[src/rtl/polar_pe_pkg.sv]
package polar_pe_pkg;
  localparam int MSG_W_DEF = 8;
  localparam int SCALE_SH_A = 3;
  localparam int SCALE_SH_B = 5;
  localparam int PORTS_IN = 4;
endpackage

[src/rtl/pe_input_clamp.sv]
module pe_input_clamp #(
  parameter int W = polar_pe_pkg::MSG_W_DEF
) (
  input  logic [W-1:0] din,
  output logic [W-1:0] dout
);
  localparam logic [W-1:0] MOST_NEG = {1'b1, {(W-1){1'b0}}};
  localparam logic [W-1:0] SYM_NEG  = {1'b1, {(W-2){1'b0}}, 1'b1};

  always_comb begin
    if (din == MOST_NEG) dout = SYM_NEG;
    else                 dout = din;
  end
endmodule

[src/rtl/pe_sat_add.sv]
module pe_sat_add #(
  parameter int W = polar_pe_pkg::MSG_W_DEF
) (
  input  logic [W-1:0] a,
  input  logic [W-1:0] b,
  output logic [W-1:0] y
);
  localparam logic signed [W:0] POS_LIM = (W+1)'((2 ** (W-1)) - 1);
  localparam logic signed [W:0] NEG_LIM = -POS_LIM;

  logic signed [W:0] sum_w;

  always_comb begin
    sum_w = $signed({a[W-1], a}) + $signed({b[W-1], b});
    if (sum_w > POS_LIM)      y = POS_LIM[W-1:0];
    else if (sum_w < NEG_LIM) y = NEG_LIM[W-1:0];
    else                      y = sum_w[W-1:0];
  end
endmodule

[src/rtl/pe_minsum.sv]
module pe_minsum #(
  parameter int W  = polar_pe_pkg::MSG_W_DEF,
  parameter int SA = polar_pe_pkg::SCALE_SH_A,
  parameter int SB = polar_pe_pkg::SCALE_SH_B
) (
  input  logic [W-1:0] x,
  input  logic [W-1:0] y,
  output logic [W-1:0] g
);
  logic [W-1:0] mag_x, mag_y, mag_min, mag_scl;
  logic         neg;

  always_comb begin
    mag_x   = x[W-1] ? (~x + 1'b1) : x;
    mag_y   = y[W-1] ? (~y + 1'b1) : y;
    mag_min = (mag_x < mag_y) ? mag_x : mag_y;
    // magnitude * ~0.906, truncating each shift toward zero
    mag_scl = mag_min - (mag_min >> SA) + (mag_min >> SB);
    neg     = x[W-1] ^ y[W-1];
    g       = neg ? (~mag_scl + 1'b1) : mag_scl;
  end
endmodule

[src/rtl/polar_bp_pe.sv]
module polar_bp_pe #(
  parameter int W = polar_pe_pkg::MSG_W_DEF
) (
  input  logic         clk,
  input  logic         rst,
  input  logic         in_valid,
  input  logic [W-1:0] nxt_up,
  input  logic [W-1:0] nxt_lo,
  input  logic [W-1:0] cur_up,
  input  logic [W-1:0] cur_lo,
  output logic         out_valid,
  output logic [W-1:0] toleft_up,
  output logic [W-1:0] toleft_lo,
  output logic [W-1:0] toright_up,
  output logic [W-1:0] toright_lo
);
  localparam int NIN = polar_pe_pkg::PORTS_IN;

  logic [W-1:0] raw_in [NIN];
  logic [W-1:0] cln_in [NIN];

  assign raw_in[0] = nxt_up;
  assign raw_in[1] = nxt_lo;
  assign raw_in[2] = cur_up;
  assign raw_in[3] = cur_lo;

  for (genvar k = 0; k < NIN; k++) begin : g_clamp
    pe_input_clamp #(.W(W)) u_clamp (.din(raw_in[k]), .dout(cln_in[k]));
  end

  logic [W-1:0] lo_pair_sum;
  logic [W-1:0] g_up_pair;
  logic [W-1:0] nx_left_up, nx_left_lo, nx_right_up, nx_right_lo;

  pe_sat_add #(.W(W)) u_lo_sum (.a(cln_in[1]), .b(cln_in[3]), .y(lo_pair_sum));

  pe_minsum #(.W(W)) u_g_up   (.x(cln_in[2]), .y(cln_in[0]), .g(g_up_pair));
  pe_minsum #(.W(W)) u_g_left (.x(cln_in[0]), .y(lo_pair_sum), .g(nx_left_up));
  pe_minsum #(.W(W)) u_g_rght (.x(cln_in[2]), .y(lo_pair_sum), .g(nx_right_up));

  pe_sat_add #(.W(W)) u_left_lo  (.a(g_up_pair), .b(cln_in[1]), .y(nx_left_lo));
  pe_sat_add #(.W(W)) u_right_lo (.a(g_up_pair), .b(cln_in[3]), .y(nx_right_lo));

  always_ff @(posedge clk) begin
    if (rst) begin
      out_valid  <= 1'b0;
      toleft_up  <= '0;
      toleft_lo  <= '0;
      toright_up <= '0;
      toright_lo <= '0;
    end else begin
      out_valid <= in_valid;
      if (in_valid) begin
        toleft_up  <= nx_left_up;
        toleft_lo  <= nx_left_lo;
        toright_up <= nx_right_up;
        toright_lo <= nx_right_lo;
      end
    end
  end
endmodule

[config.mk]
export PLATFORM = sky130hd
export DESIGN_NAME = polar_bp_pe
export DESIGN_NICKNAME = d
export VERILOG_FILES = /design/src/rtl/polar_pe_pkg.sv /design/src/rtl/pe_input_clamp.sv /design/src/rtl/pe_sat_add.sv /design/src/rtl/pe_minsum.sv /design/src/rtl/polar_bp_pe.sv
export SDC_FILE = /design/constraint.sdc
export NUM_CORES = 1
export LEC_CHECK = 0
export CORE_MARGIN = 2
export CORE_UTILIZATION = 45
export CTS_CLUSTER_SIZE = 10
export DETAILED_ROUTE_END_ITERATION = 8
export DONT_BUFFER_PORTS = 1
export PLACE_DENSITY = 0.65
export SYNTH_ARGS = -nofsm -noshare
export SYNTH_HDL_FRONTEND = slang
export SYNTH_SLANG_ARGS = --single-unit
[constraint.sdc]
create_clock -name clk -period 7.65 [get_ports clk]
set_input_delay 0.3825 -clock clk [delete_from_list [all_inputs] [get_ports clk]]
set_output_delay 0.3825 -clock clk [all_outputs]
set_load 0.03 [all_outputs]
-- Yosys cells after proc, flatten, opt, wreduce, memory -nomap -nowiden
Cells that the tools add are included.
- register bits: 33
- equal/unequal tests: 4
- magnitude comparators: 9
- bitwise operators: 9
- $add $sub $neg: 15
- mux-type cells: 19
- operators by type and width (operator ; number):
    8-bit two-way mux ; 19
    8-bit by 1-bit adder with 8-bit output (second input constant) ; 6
    8-bit inverter ; 6
    8-bit equality test (second input constant) ; 4
    8-bit by 8-bit adder with 9-bit output ; 3
    9-bit by 8-bit > comparator with 1-bit output (second input constant) ; 3
    9-bit by 8-bit < comparator with 1-bit output (second input constant) ; 3
    8-bit by 3-bit adder with 8-bit output ; 3
    8-bit < comparator ; 3
    8-bit by 5-bit subtractor with 8-bit output ; 3
    1-bit bitwise XOR ; 3

-- Longest topological paths before layout
Gate-level depths: netlist of run 1.
- word-level depth: 16
- depth in mapped cells: 40
- mapped depth without buffers: 39

-- Modules after synthesis
A second synthesis of run 1 with hierarchy kept.
- cell total of the unflattened synthesis: 802
- area total of the unflattened synthesis: 6551.3 um2
- by module, submodules not included (module ; sequential area each (um2) ; times used ; cells an instance ; area an instance (um2)):
    pe_sat_add ; 0.0 ; 3 ; 65 ; 538.0
    pe_minsum at u_g_up ; 0.0 ; 1 ; 154 ; 1223.7
    pe_minsum at u_g_left ; 0.0 ; 1 ; 157 ; 1208.7
    polar_bp_pe ; 660.6 ; 1 ; 106 ; 1202.4
    pe_minsum at u_g_rght ; 0.0 ; 1 ; 150 ; 1087.3
    pe_input_clamp ; 0.0 ; 4 ; 10 ; 53.8

-- Worst setup path before layout of run 1
Ideal clock, no wire load.
- path kind: input -> register
- start: in cur_up[3]
- end: reg toright_lo[0]
- arrival: 7.938 ns
- data required time: 7.518 ns
- stages on the path: 32
- library setup time: 0.132 ns
- path buffers: 0
- path slack: -0.420 ns
- cell sequence: nor4_1 -> a31oi_1 -> ha_1 -> nand2_1 -> o21ai_0 -> ha_1 -> a21boi_0 -> o21a_1 -> o21a_1 -> o21a_1 -> o21a_1 -> o21ai_0 -> nand2b_1 -> a21oi_1 -> mux2i_1 -> fa_1 -> fa_1 -> ha_1 -> inv_1 -> mux2i_1 -> xor2_1 -> ha_1 -> a21o_1 -> maj3_1 -> maj3_1 -> maj3_1 -> a21oi_1 -> nor2b_1 -> o22ai_1 -> o21ai_2 -> nor3b_1 -> nor3_1
- word-level cells in the longest chain between the ends: 16
- elaborated cells on any way between the ends: 18
- RTL lines (what ; RTL line ; source):
    start, declared ; polar_bp_pe.sv:9 ; input logic [W-1:0] cur_up,
    8-bit equality test ; pe_input_clamp.sv:11 ; if (din == MOST_NEG) dout = SYM_NEG;
    8-bit two-way mux * ; pe_input_clamp.sv:11 ;
    8-bit inverter ; pe_minsum.sv:14 ; mag_x = x[W-1] ? (~x + 1'b1) : x;
    8-bit by 1-bit adder with 8-bit output ; pe_minsum.sv:14 ;
    8-bit two-way mux ; pe_minsum.sv:14 ;
    8-bit < comparator ; pe_minsum.sv:16 ; mag_min = (mag_x < mag_y) ? mag_x : mag_y;
    8-bit two-way mux ; pe_minsum.sv:16 ;
    8-bit by 5-bit subtractor with 8-bit output ; pe_minsum.sv:18 ; mag_scl = mag_min - (mag_min >> SA) + (mag_min >> SB);
    8-bit by 3-bit adder with 8-bit output ; pe_minsum.sv:18 ;
    8-bit inverter ; pe_minsum.sv:20 ; g = neg ? (~mag_scl + 1'b1) : mag_scl;
    8-bit by 1-bit adder with 8-bit output ; pe_minsum.sv:20 ;
    8-bit two-way mux * ; pe_minsum.sv:20 ;
    8-bit by 8-bit adder with 9-bit output * ; pe_sat_add.sv:14 ; sum_w = $signed({a[W-1], a}) + $signed({b[W-1], b});
    9-bit by 8-bit < comparator with 1-bit output ; pe_sat_add.sv:16 ; else if (sum_w < NEG_LIM) y = NEG_LIM[W-1:0];
    8-bit two-way mux ; pe_sat_add.sv:16 ;
    8-bit two-way mux * ; pe_sat_add.sv:15 ; if (sum_w > POS_LIM) y = POS_LIM[W-1:0];
    end signal, assigned ; polar_bp_pe.sv:57 ; toright_lo <= nx_right_lo;
    end, declared ; polar_bp_pe.sv:15 ; output logic [W-1:0] toright_lo
Mark *: on every way between the ends. The rest lies on a longest branch, timed or not.
A chain may end at the register's enable or synchronous reset.

-- Worst setup path in the final report of run 1
- start: in cur_lo[7]
- end: reg toleft_up[7]
- word-level cells in the longest chain between the ends: 16
- elaborated cells on any way between the ends: 18
- RTL lines (what ; RTL line ; source):
    start, declared ; polar_bp_pe.sv:10 ; input logic [W-1:0] cur_lo,
    8-bit equality test ; pe_input_clamp.sv:11 ;
    8-bit two-way mux * ; pe_input_clamp.sv:11 ;
    8-bit by 8-bit adder with 9-bit output * ; pe_sat_add.sv:14 ;
    9-bit by 8-bit < comparator with 1-bit output ; pe_sat_add.sv:16 ;
    8-bit two-way mux ; pe_sat_add.sv:16 ;
    8-bit two-way mux * ; pe_sat_add.sv:15 ;
    8-bit inverter ; pe_minsum.sv:15 ; mag_y = y[W-1] ? (~y + 1'b1) : y;
    8-bit by 1-bit adder with 8-bit output ; pe_minsum.sv:15 ;
    8-bit two-way mux ; pe_minsum.sv:15 ;
    8-bit < comparator ; pe_minsum.sv:16 ;
    8-bit two-way mux ; pe_minsum.sv:16 ;
    8-bit by 5-bit subtractor with 8-bit output ; pe_minsum.sv:18 ;
    8-bit by 3-bit adder with 8-bit output ; pe_minsum.sv:18 ;
    8-bit inverter ; pe_minsum.sv:20 ;
    8-bit by 1-bit adder with 8-bit output ; pe_minsum.sv:20 ;
    8-bit two-way mux * ; pe_minsum.sv:20 ;
    end signal, assigned ; polar_bp_pe.sv:54 ; toleft_up <= nx_left_up;
    end, declared ; polar_bp_pe.sv:12 ; output logic [W-1:0] toleft_up,
Marks and branches as above.

==> results.md, run 1 <==
- Fill cell count: slightly below 1,000
- Detailed Route Iter0 Violations: 317
- FMAX: 135 MHz
- CTS H-tree depth: 2
- Slew Viols, Final: 0
- Most frequent cells in the layout: buf_4 (92), ha_1 (64), nor2_1 (57)
- Gp weighted congestion: roughly 1
- Die height: roughly 110 um
- Final setup margin: 0.248 ns
- DP Worst Slack: -0.186 ns
- Slowest CP cell: or4_1
- Worst-path clk slew: about 0.050 ns
- Slew of the pin with the lowest slew margin: between 0.9 and 1 ns
- Net Switching: 1.66 mW
- Clock power frac: 7.6%
- Max stage delay on crit path: between 0.5 and 0.6 ns
- I/O pins: a little under 70
- Starting Density: 46.7%
- Buf/Inv on CP: 4
- Antenna viol nets, final: 0
- HP Class: input port to flip-flop
- Hold Buf Count CTS: 0
- Slew headroom: 36.4%
- Worst setup path start: cur_lo[7]
- Mapped cell area: between 0.005 and 0.006 mm^2
- Unrepaired setup endpoints after global routing: yes
- Period utilization: 96.8%
- Crit path required time: 7.85 ns
- Internal power: 1.73 mW
- Number of vias per cell: 5.75
- CP Depth: 35
- DR pass1 iterations: 5
- Max FO, Critical Path: 6
- DRC: 0
- Fin util: between 50% and 60%
- First-pass GRT wire length: 23,100 um
- Worst R2R Start: toright_up[4]
- Asr flop ratio synth: 0%
- CP endpoint kind: flip-flop
- Switch share: 49.0%
- Core Area: 0.0116 mm^2
- Dpl hpwl: 11,300 um
- Average routed wire per standard cell: ~16 um
- Post-synthesis cell type count: 84
- All-Layer GR Usage: 21.0%
- Row count: 39
- Initial antenna violation count: 0
- Clk_skew: 0 ns
- Kind of critical path: input port to flip-flop
- Layout cells sized above 1: 25.8%
- Clock Sinks: 33
- Ys Warns: 0
- MaxCap Viol Count: 0
- Avg Inst Size Synth: 7.98 um^2
- Diodes inserted: 0
- Arrival time at the worst endpoint: between 7 and 8 ns
- WHS Path Cells: 1
- Peak supply drop: 0.000197 V
- Final setup vio count: 0
- CTS buffer count: 5
- Worst-skew pair later-pin latency: 0.27 ns
- Port buffer count: 0
- GRT Residual Overflow: 0
- Sequential area share after synthesis: 12.2%
- Detailed Route WL: 14,200 um
- Final Power: 3.40 mW
- Die ar.: about 0.013 mm^2
- Die X-Extent: 113 um
- Final hold vios: 0
- Max clock buf depth: 2
- Post-Synthesis Cells: about 680
- Largest net degree at the start of global routing: 60
- Via count: 5,160
- Post-synth EDFFs: 0
- CP startpoint kind: input port
- Vias in the first global route: 5,031
- Clk root buf: clkbuf_16
- CTS tree: built
- Hold Path Origin: rst
- Lkg Pwr: 3.02 nW
- Reg2Reg Setup Slack: 6.73 ns
- Outcome: complete, no violations
- Dominant synthesized flop cell: dfxtp_1
- CP top delay family: compound AO/OA/AOI/OAI gates
- Most numerous cell on the critical path: buf_4
- Commonest non-fill, non-tap cell in the layout: buf_4
- Synth Register Bits: 33
- Nets: ~870
- Area delta synth->final: 25.4%
- R2R depth: 2
- Fraction of power consumed by combinational cells: 80.3%
- Power per cell area: 502 mW/mm^2
- Seq pwr share: approximately an eighth
- Min cycle time layout: 7.40 ns
-- layout make-up --
type / count / area [um^2] / share of cell area (%)
clock buffer: 5 / 125 / 1.85
inverter: 55 / 206 / 3.05
sequential: 33 / 661 / 9.76
multi-input combinational: 566 / 4820 / 71.3
timing repair buffer: 93 / 702 / 10.4
tap: 143 / 179 / 2.64
clock inverter: 3 / 68.8 / 1.02
-- routing by layer --
| layer | track usage [%] | part of all wire [%] | vias to the layer above |
|---|---|---|---|
| met5 | 0 | 0 | - |
| met4 | 3.66 | 1.4 | 0 |
| met3 | 2.02 | 5.3 | 23 |
| met2 | 37.3 | 48 | 172 |
| met1 | 28.1 | 45 | 2395 |
| li1 | - | - | 2570 |
-- synth_stat cells, types with 4 or more instances --
master | n | area, um^2
ha_1 | 68 | 851
nor2_1 | 59 | 221
inv_1 | 53 | 199
xnor2_1 | 45 | 394
a21oi_1 | 41 | 205
nand2_1 | 40 | 150
dfxtp_1 | 33 | 661
xor2_1 | 24 | 210
a21o_1 | 22 | 165
mux2i_1 | 21 | 210
a211oi_1 | 19 | 143
clkbuf_1 | 19 | 71.3
o21ai_0 | 18 | 90.1
maj3_1 | 13 | 130
nand2b_1 | 9 | 56.3
nor3_1 | 9 | 45.0
o21bai_1 | 9 | 67.6
a31oi_1 | 8 | 50.1
fa_1 | 8 | 160
nand3_1 | 8 | 40.0
nor2b_1 | 8 | 50.1
nor4_1 | 7 | 43.8
buf_2 | 6 | 30.0
o31ai_1 | 6 | 45.0
or3_1 | 6 | 37.5
o21a_1 | 5 | 37.5
a21oi_2 | 4 | 35.0
and2_1 | 4 | 25.0
and3_1 | 4 | 25.0
buf_6 | 4 | 45.0
maj3_2 | 4 | 45.0
nand4_1 | 4 | 25.0
o2111ai_1 | 4 | 35.0
o22ai_1 | 4 | 25.0
-- state kept, by name, indices dropped and copies added, names as in the netlist --
register	cells
toleft_up	8
out_valid	1
toleft_lo	8
toright_lo	8
toright_up	8
-- power by group through the flow --
stage,Combinational [mW],Clock (mW),Sequential [mW]
2_1_floorplan,1.85,0,0.400
3_3_place_gp,2.45,0,0.413
3_5_place_dp,2.53,0,0.415
4_1_cts,2.55,0.263,0.411
5_1_grt,3.03,0.271,0.419
6_report,2.73,0.260,0.410
-- timing repair --
| action | in CTS | in global routing |
|---|---|---|
| buffers inserted | 0 | 12 |
| setup endpoints to repair | 0 | 21 |
| gates resized for setup | 0 | 61 |
-- cells by family after synthesis --
kind of cell | after synthesis | synth area share, %
AOI/OAI and AO/OA | 186 | 24.9
xor gates and xnor gates | 72 | 12.3
adders and majority gates | 93 | 22.0
buffers and inverters | 87 | 6.96
DFF | 33 | 12.2
muxes | 24 | 4.52
other | 2 | 0.139
and+or+nand+nor | 179 | 16.9
-- final timing paths --
| kind | endpoint |
|---|---|
| worst max-delay path | toleft_up[7] |
| worst min-delay path | toleft_lo[6] |
| worst max register to register | toright_up[4] |
| worst min register to register | toleft_up[4] |
-- stage by stage --
step	hold slack (ns)	instances	setup TNS, ns	area [um^2]
2_1_floorplan	0.466	686	0	5520
3_3_place_gp	0.451	878	-0.00811	6140
3_5_place_dp	0.451	878	-1.54	6140
4_1_cts	0.164	886	0	6330
5_1_grt	0.159	898	-0.247	6770
6_report	0.168	898	0	6770
(Power assumes the default switching activity.)
==> run 2, diff against run 1 <==
- CORE_UTILIZATION: 45 -> 25
- PLACE_DENSITY: 0.65 -> 0.43
==> results.md, run 2 (synthesis gave the netlist of run 1 again) <==
- Via count: slightly below 5,000
- Peak supply drop: 0.000187 V
- Worst-skew pair later-pin latency: 0.28 ns
- MaxCap Viol Count: 0
- Largest net degree at the start of global routing: 60
- Slew of the pin with the lowest slew margin: 0.947 ns
- Final hold vios: 0
- Average routed wire per standard cell: 14.1 um
- Fill cell count: 2,251
- Slowest CP cell: fa_1
- Slew Viols, Final: 0
- Power per cell area: 499 mW/mm^2
- Antenna viol nets, final: 0
- Core Area: roughly 0.021 mm^2
- All-Layer GR Usage: 12.9%
- DRC: 0
- Dpl hpwl: 12,700 um
- Initial antenna violation count: 0
- Final Power: 3.55 mW
- Commonest non-fill, non-tap cell in the layout: buf_4
- Period utilization: 95.6%
- Vias in the first global route: approximately 4,700
- Final setup vio count: 0
- Detailed Route Iter0 Violations: about 170
- Slew headroom: 36.4%
- Min cycle time layout: 7.31 ns
- Die height: 151 um
- Clk root buf: clkbuf_16
- I/O pins: between 60 and 70
- Final setup margin: 0.336 ns
- Max FO, Critical Path: 8
- CP startpoint kind: input port
- Lkg Pwr: 3.13 nW
- DR pass1 iterations: 4
- First-pass GRT wire length: 23,700 um
- Arrival time at the worst endpoint: around 7.5 ns
- Layout cells sized above 1: 26.9%
- Clk_skew: 0 ns
- Max stage delay on crit path: around 0.57 ns
- Die X-Extent: 151 um
- Gp weighted congestion: 0.864
- Worst-path clk slew: 0.06 ns
- FMAX: between 100 and 150 MHz
- Area delta synth->final: 31.9%
- Diodes inserted: 0
- CTS buffer count: 5
- Port buffer count: 0
- Crit path required time: 7.80 ns
- HP Class: input port to flip-flop
- Most frequent cells in the layout: buf_4 (118), ha_1 (65), nor2_1 (58)
- Detailed Route WL: roughly 15,000 um
- Unrepaired setup endpoints after global routing: yes
- Die ar.: 0.0228 mm^2
- Number of vias per cell: 4.64
- Clock Sinks: 33
- Outcome: complete, no violations
- Max clock buf depth: 2
- Starting Density: 25.6%
- Row count: 53
- CP endpoint kind: flip-flop
- Kind of critical path: input port to flip-flop
- CTS tree: built
- DP Worst Slack: -0.314 ns
- Nets: 891
- Setup TNS: 0 ns
- GRT Residual Overflow: 0
- CTS H-tree depth: 2
-- run 2: worst paths after layout --
| kind | from | to | slack (ns) | cells after the start |
|---|---|---|---|---|
| worst max register to register | toright_up[4] | toright_up[4] | 6.72 | 2 |
| worst min register to register | toleft_up[5] | toleft_up[5] | 0.62 | 2 |
| worst max-delay path | cur_lo[5] | toleft_up[7] | 0.34 | 36 |
| worst min-delay path | rst | toright_lo[4] | 0.16 | 1 |
-- run 2: repair_timing --
item | CTS | global route
gates resized for setup | 4 | 52
setup buffers | 0 | 11
hold buffers | 0 | 0
endpoints found under the hold margin | 0 | 0
endpoints found under the setup margin | 1 | 21
pin swaps | 0 | 36
-- run 2: metal layers --
layer,vias up,routed length (um),GRT usage [%]
li1,2645,-,-
met1,2184,7720,18.7
met2,62,6530,20.5
met3,6,542,1.57
met4,0,104,2.66
met5,-,0,0
-- run 2: worst max-delay path: cells and delay by family --
family          cells  cell delay (ns)
simple gates        6             1.35
fa+ha+maj           6             1.68
buf+inv             4             0.39
mux                 4             1.01
compound gates     16             2.69
-- run 2: area by class of cell --
class,instances,area (um^2),share of cell area [%]
Tap cell,275,344,4.84
Inverter,55,206,2.90
Multi-Input combinational cell,566,4810,67.6
Clock inverter,3,68.8,0.967
Sequential cell,33,661,9.29
Clock buffer,5,125,1.76
Timing Repair Buffer,119,897,12.6
-- run 2: through the flow --
stage	instance area, um^2	hold WS [ns]	cells	util (%)
final	7110	0.158	1056	33.7
after global routing	7110	0.154	1056	33.7
after CTS	6720	0.155	1045	31.9
after detailed placement	6510	0.453	1037	30.9
after global placement	6510	0.455	1037	30.9
after floorplan	5520	0.466	686	-
-- run 2: power by group --
part           leakage [nW]  switching (mW)  internal (mW)
clock network        0.0944          0.0751          0.188
registers             0.274           0.172          0.240
logic                  2.76            1.40           1.47
==> run 3, diff against run 2 <==
- ABC_AREA: not set -> 1
- CTS_BUF_LIST: not set -> sky130_fd_sc_hd__clkbuf_2
==> results.md, run 3 <==
- Largest net degree at the start of global routing: 48
- Die ar.: 0.0224 mm^2
- Clock Sinks: 33
- Post-synthesis cell type count: 47
- Setup TNS: 0 ns
- Most frequent cells in the layout: nand2_1 (198), inv_1 (132), ha_1 (68)
- CTS tree: built
- Average routed wire per standard cell: 12.6 um
- Area delta synth->final: 7.96%
- Hold Path Origin: rst
- Avg Inst Size Synth: 6.25 um^2
- Max clock buf depth: 2
- Vias in the first global route: 4,621
- Number of vias per cell: between 4 and 5
- Dpl hpwl: around 12,000 um
- Worst R2R Start: toleft_lo[1]
- Port buffer count: 0
- GRT Residual Overflow: 0
- Asr flop ratio synth: 0%
- Commonest non-fill, non-tap cell in the layout: nand2_1
- FMAX: between 100 and 150 MHz
- Arrival time at the worst endpoint: 7.15 ns
- CP endpoint kind: flip-flop
- DR pass1 iterations: 4
- MaxCap Viol Count: 0
- Layout cells sized above 1: 10.2%
- Unrepaired setup endpoints after global routing: no
- Crit path required time: a little under 8 ns
- DRC: 0
- Die X-Extent: 150 um
- Detailed Route WL: 14,300 um
- Final setup vio count: 0
- First-pass GRT wire length: 23,700 um
- Slew headroom: 58.6%
- HP Class: input port to flip-flop
- Kind of critical path: input port to flip-flop
- Die height: 150 um
- Worst-skew pair later-pin latency: 0.37 ns
- Period utilization: 89.7%
- Fill cell count: 2,409
- Dominant synthesized flop cell: dfxtp_1
- Worst r2r dst: toleft_lo[1]
- Gp weighted congestion: slightly below 0.8
- Top-count cell post-synth: nand2_1
- Initial antenna violation count: 1
- I/O pins: 68
- Synth top area share: 16.1%
- CTS H-tree depth: 2
- Final hold vios: 0
- Slew of the pin with the lowest slew margin: just over 0.6 ns
- Synth area leader: ha_1
- CTS buffer count: 5
- Worst setup path start: nxt_up[7]
- Max stage delay on crit path: 0.54 ns
- Outcome: complete, no violations
- Post-synth EDFFs: 0
- Synth Register Bits: 33
- Core Area: 0.0209 mm^2
- Antenna viol nets, final: 0
- Largest cells by area after synthesis: ha_1 (16%), nand2_1 (14%), dfxtp_1 (12%), inv_1 (9.4%), xor2_1 (5.8%)
- Ys Warns: 0
- Setup crit end: toleft_lo[0]
- Post-Synthesis Cells: 847
- All-Layer GR Usage: 13.1%
- Reg2Reg Setup Slack: 6.71 ns
- Worst-path clk slew: 0.17 ns
- Row count: 53
- Max FO, Critical Path: 14
- Nets: 965
- Clk root buf: clkbuf_2
- CP startpoint kind: input port
- Mapped cell area: roughly 0.0053 mm^2
- Slowest CP cell: fa_1
- Via count: 5,014
- R2R depth: 2
- Slew Viols, Final: 0
- Clk_skew: 0 ns
- Starting Density: between 20% and 30%
- Detailed Route Iter0 Violations: 236
- Sequential area share after synthesis: 12.5%
- Synth top cells by count: nand2_1 (198), inv_1 (132), ha_1 (68)
- Min cycle time layout: roughly 6.9 ns
[run 3: cell count changes in the layout (fill, tap and decap cells not counted), sizes merged, moves of 34 or more]
cell | previous run | this run
buf | 119 | 7
o21ai | 22 | 63
nand2 | 40 | 231
inv | 55 | 142
xnor2 | 47 | 13
nand3 | 8 | 50
[run 3: worst min path at each step]
stage / cells after the start / end / slack [ns]
6_report: 1 / out_valid / 0.05
5_1_grt: 1 / out_valid / 0.0005
4_1_cts: 1 / toleft_up[1] / 0.007
3_5_place_dp: 1 / toright_up[1] / 0.46
3_3_place_gp: 1 / toleft_up[1] / 0.45
2_1_floorplan: 3 / toleft_up[3] / 0.54
[run 3: cell families (layout without fill, tap and decap cells)]
| logic type | after synthesis | after routing | share of synthesized area (%) |
|---|---|---|---|
| AOI/OAI and AO/OA | 147 | 147 | 15.8 |
| xor gates and xnor gates | 48 | 48 | 7.94 |
| adders and majority gates | 76 | 76 | 19.1 |
| buffers and inverters | 162 | 160 | 11.7 |
| DFF | 33 | 33 | 12.5 |
| other | 2 | 13 | 0.142 |
| and+or+nand+nor | 379 | 379 | 32.9 |
[run 3: cell type report]
class                      instances  area [um^2]  share of cell area [%]
tap                              275          344                    6.02
clock buffer                       8         40.0                   0.700
antenna                            1         2.50                  0.0438
inverter                         142          536                    9.36
multi-input combinational        662         4050                    70.9
timing repair buffer              10         82.6                    1.44
sequential                        33          661                    11.6
[run 3: worst max-delay path: cells and delay by family]
| family | cells | cell delay (ns) |
|---|---|---|
| xor+xnor | 3 | 0.80 |
| buf+inv | 8 | 0.79 |
| fa+ha+maj | 6 | 2.18 |
| compound gates | 8 | 1.73 |
| simple gates | 13 | 1.21 |
[run 3: stage by stage]
step                hold WS [ns]  area [um^2]  setup WS [ns]  util, %  instances
CTS                      0.00718         5690          0.500     27.2       1127
global placement           0.455         5640         0.0492     27.0       1118
floorplan                  0.542         5340           1.25        -        857
detailed placement         0.456         5640         0.0847     27.0       1118
global route            0.000471         5720          0.132     27.4       1131
finish                    0.0462         5720          0.785     27.4       1131
[run 3: metal layers]
layer	up-vias	global-route usage (%)	part of all wire [%]
li1	2744	-	-
met3	9	1.19	4.4
met1	2153	19.6	53
met5	-	0	0
met2	108	20.1	41
met4	0	2.95	1.0
[run 3: timing repair]
item | in CTS | in global routing
hold endpoints to repair | 1 | 2
setup endpoints to repair | 0 | 14
resized for setup | 0 | 1
hold buffers | 1 | 2
setup buffers | 0 | 1
Power of run 3 is left out: the tool's default activity adds up to more than one toggle a clock period on the data nets, which glitch-free logic cannot reach.
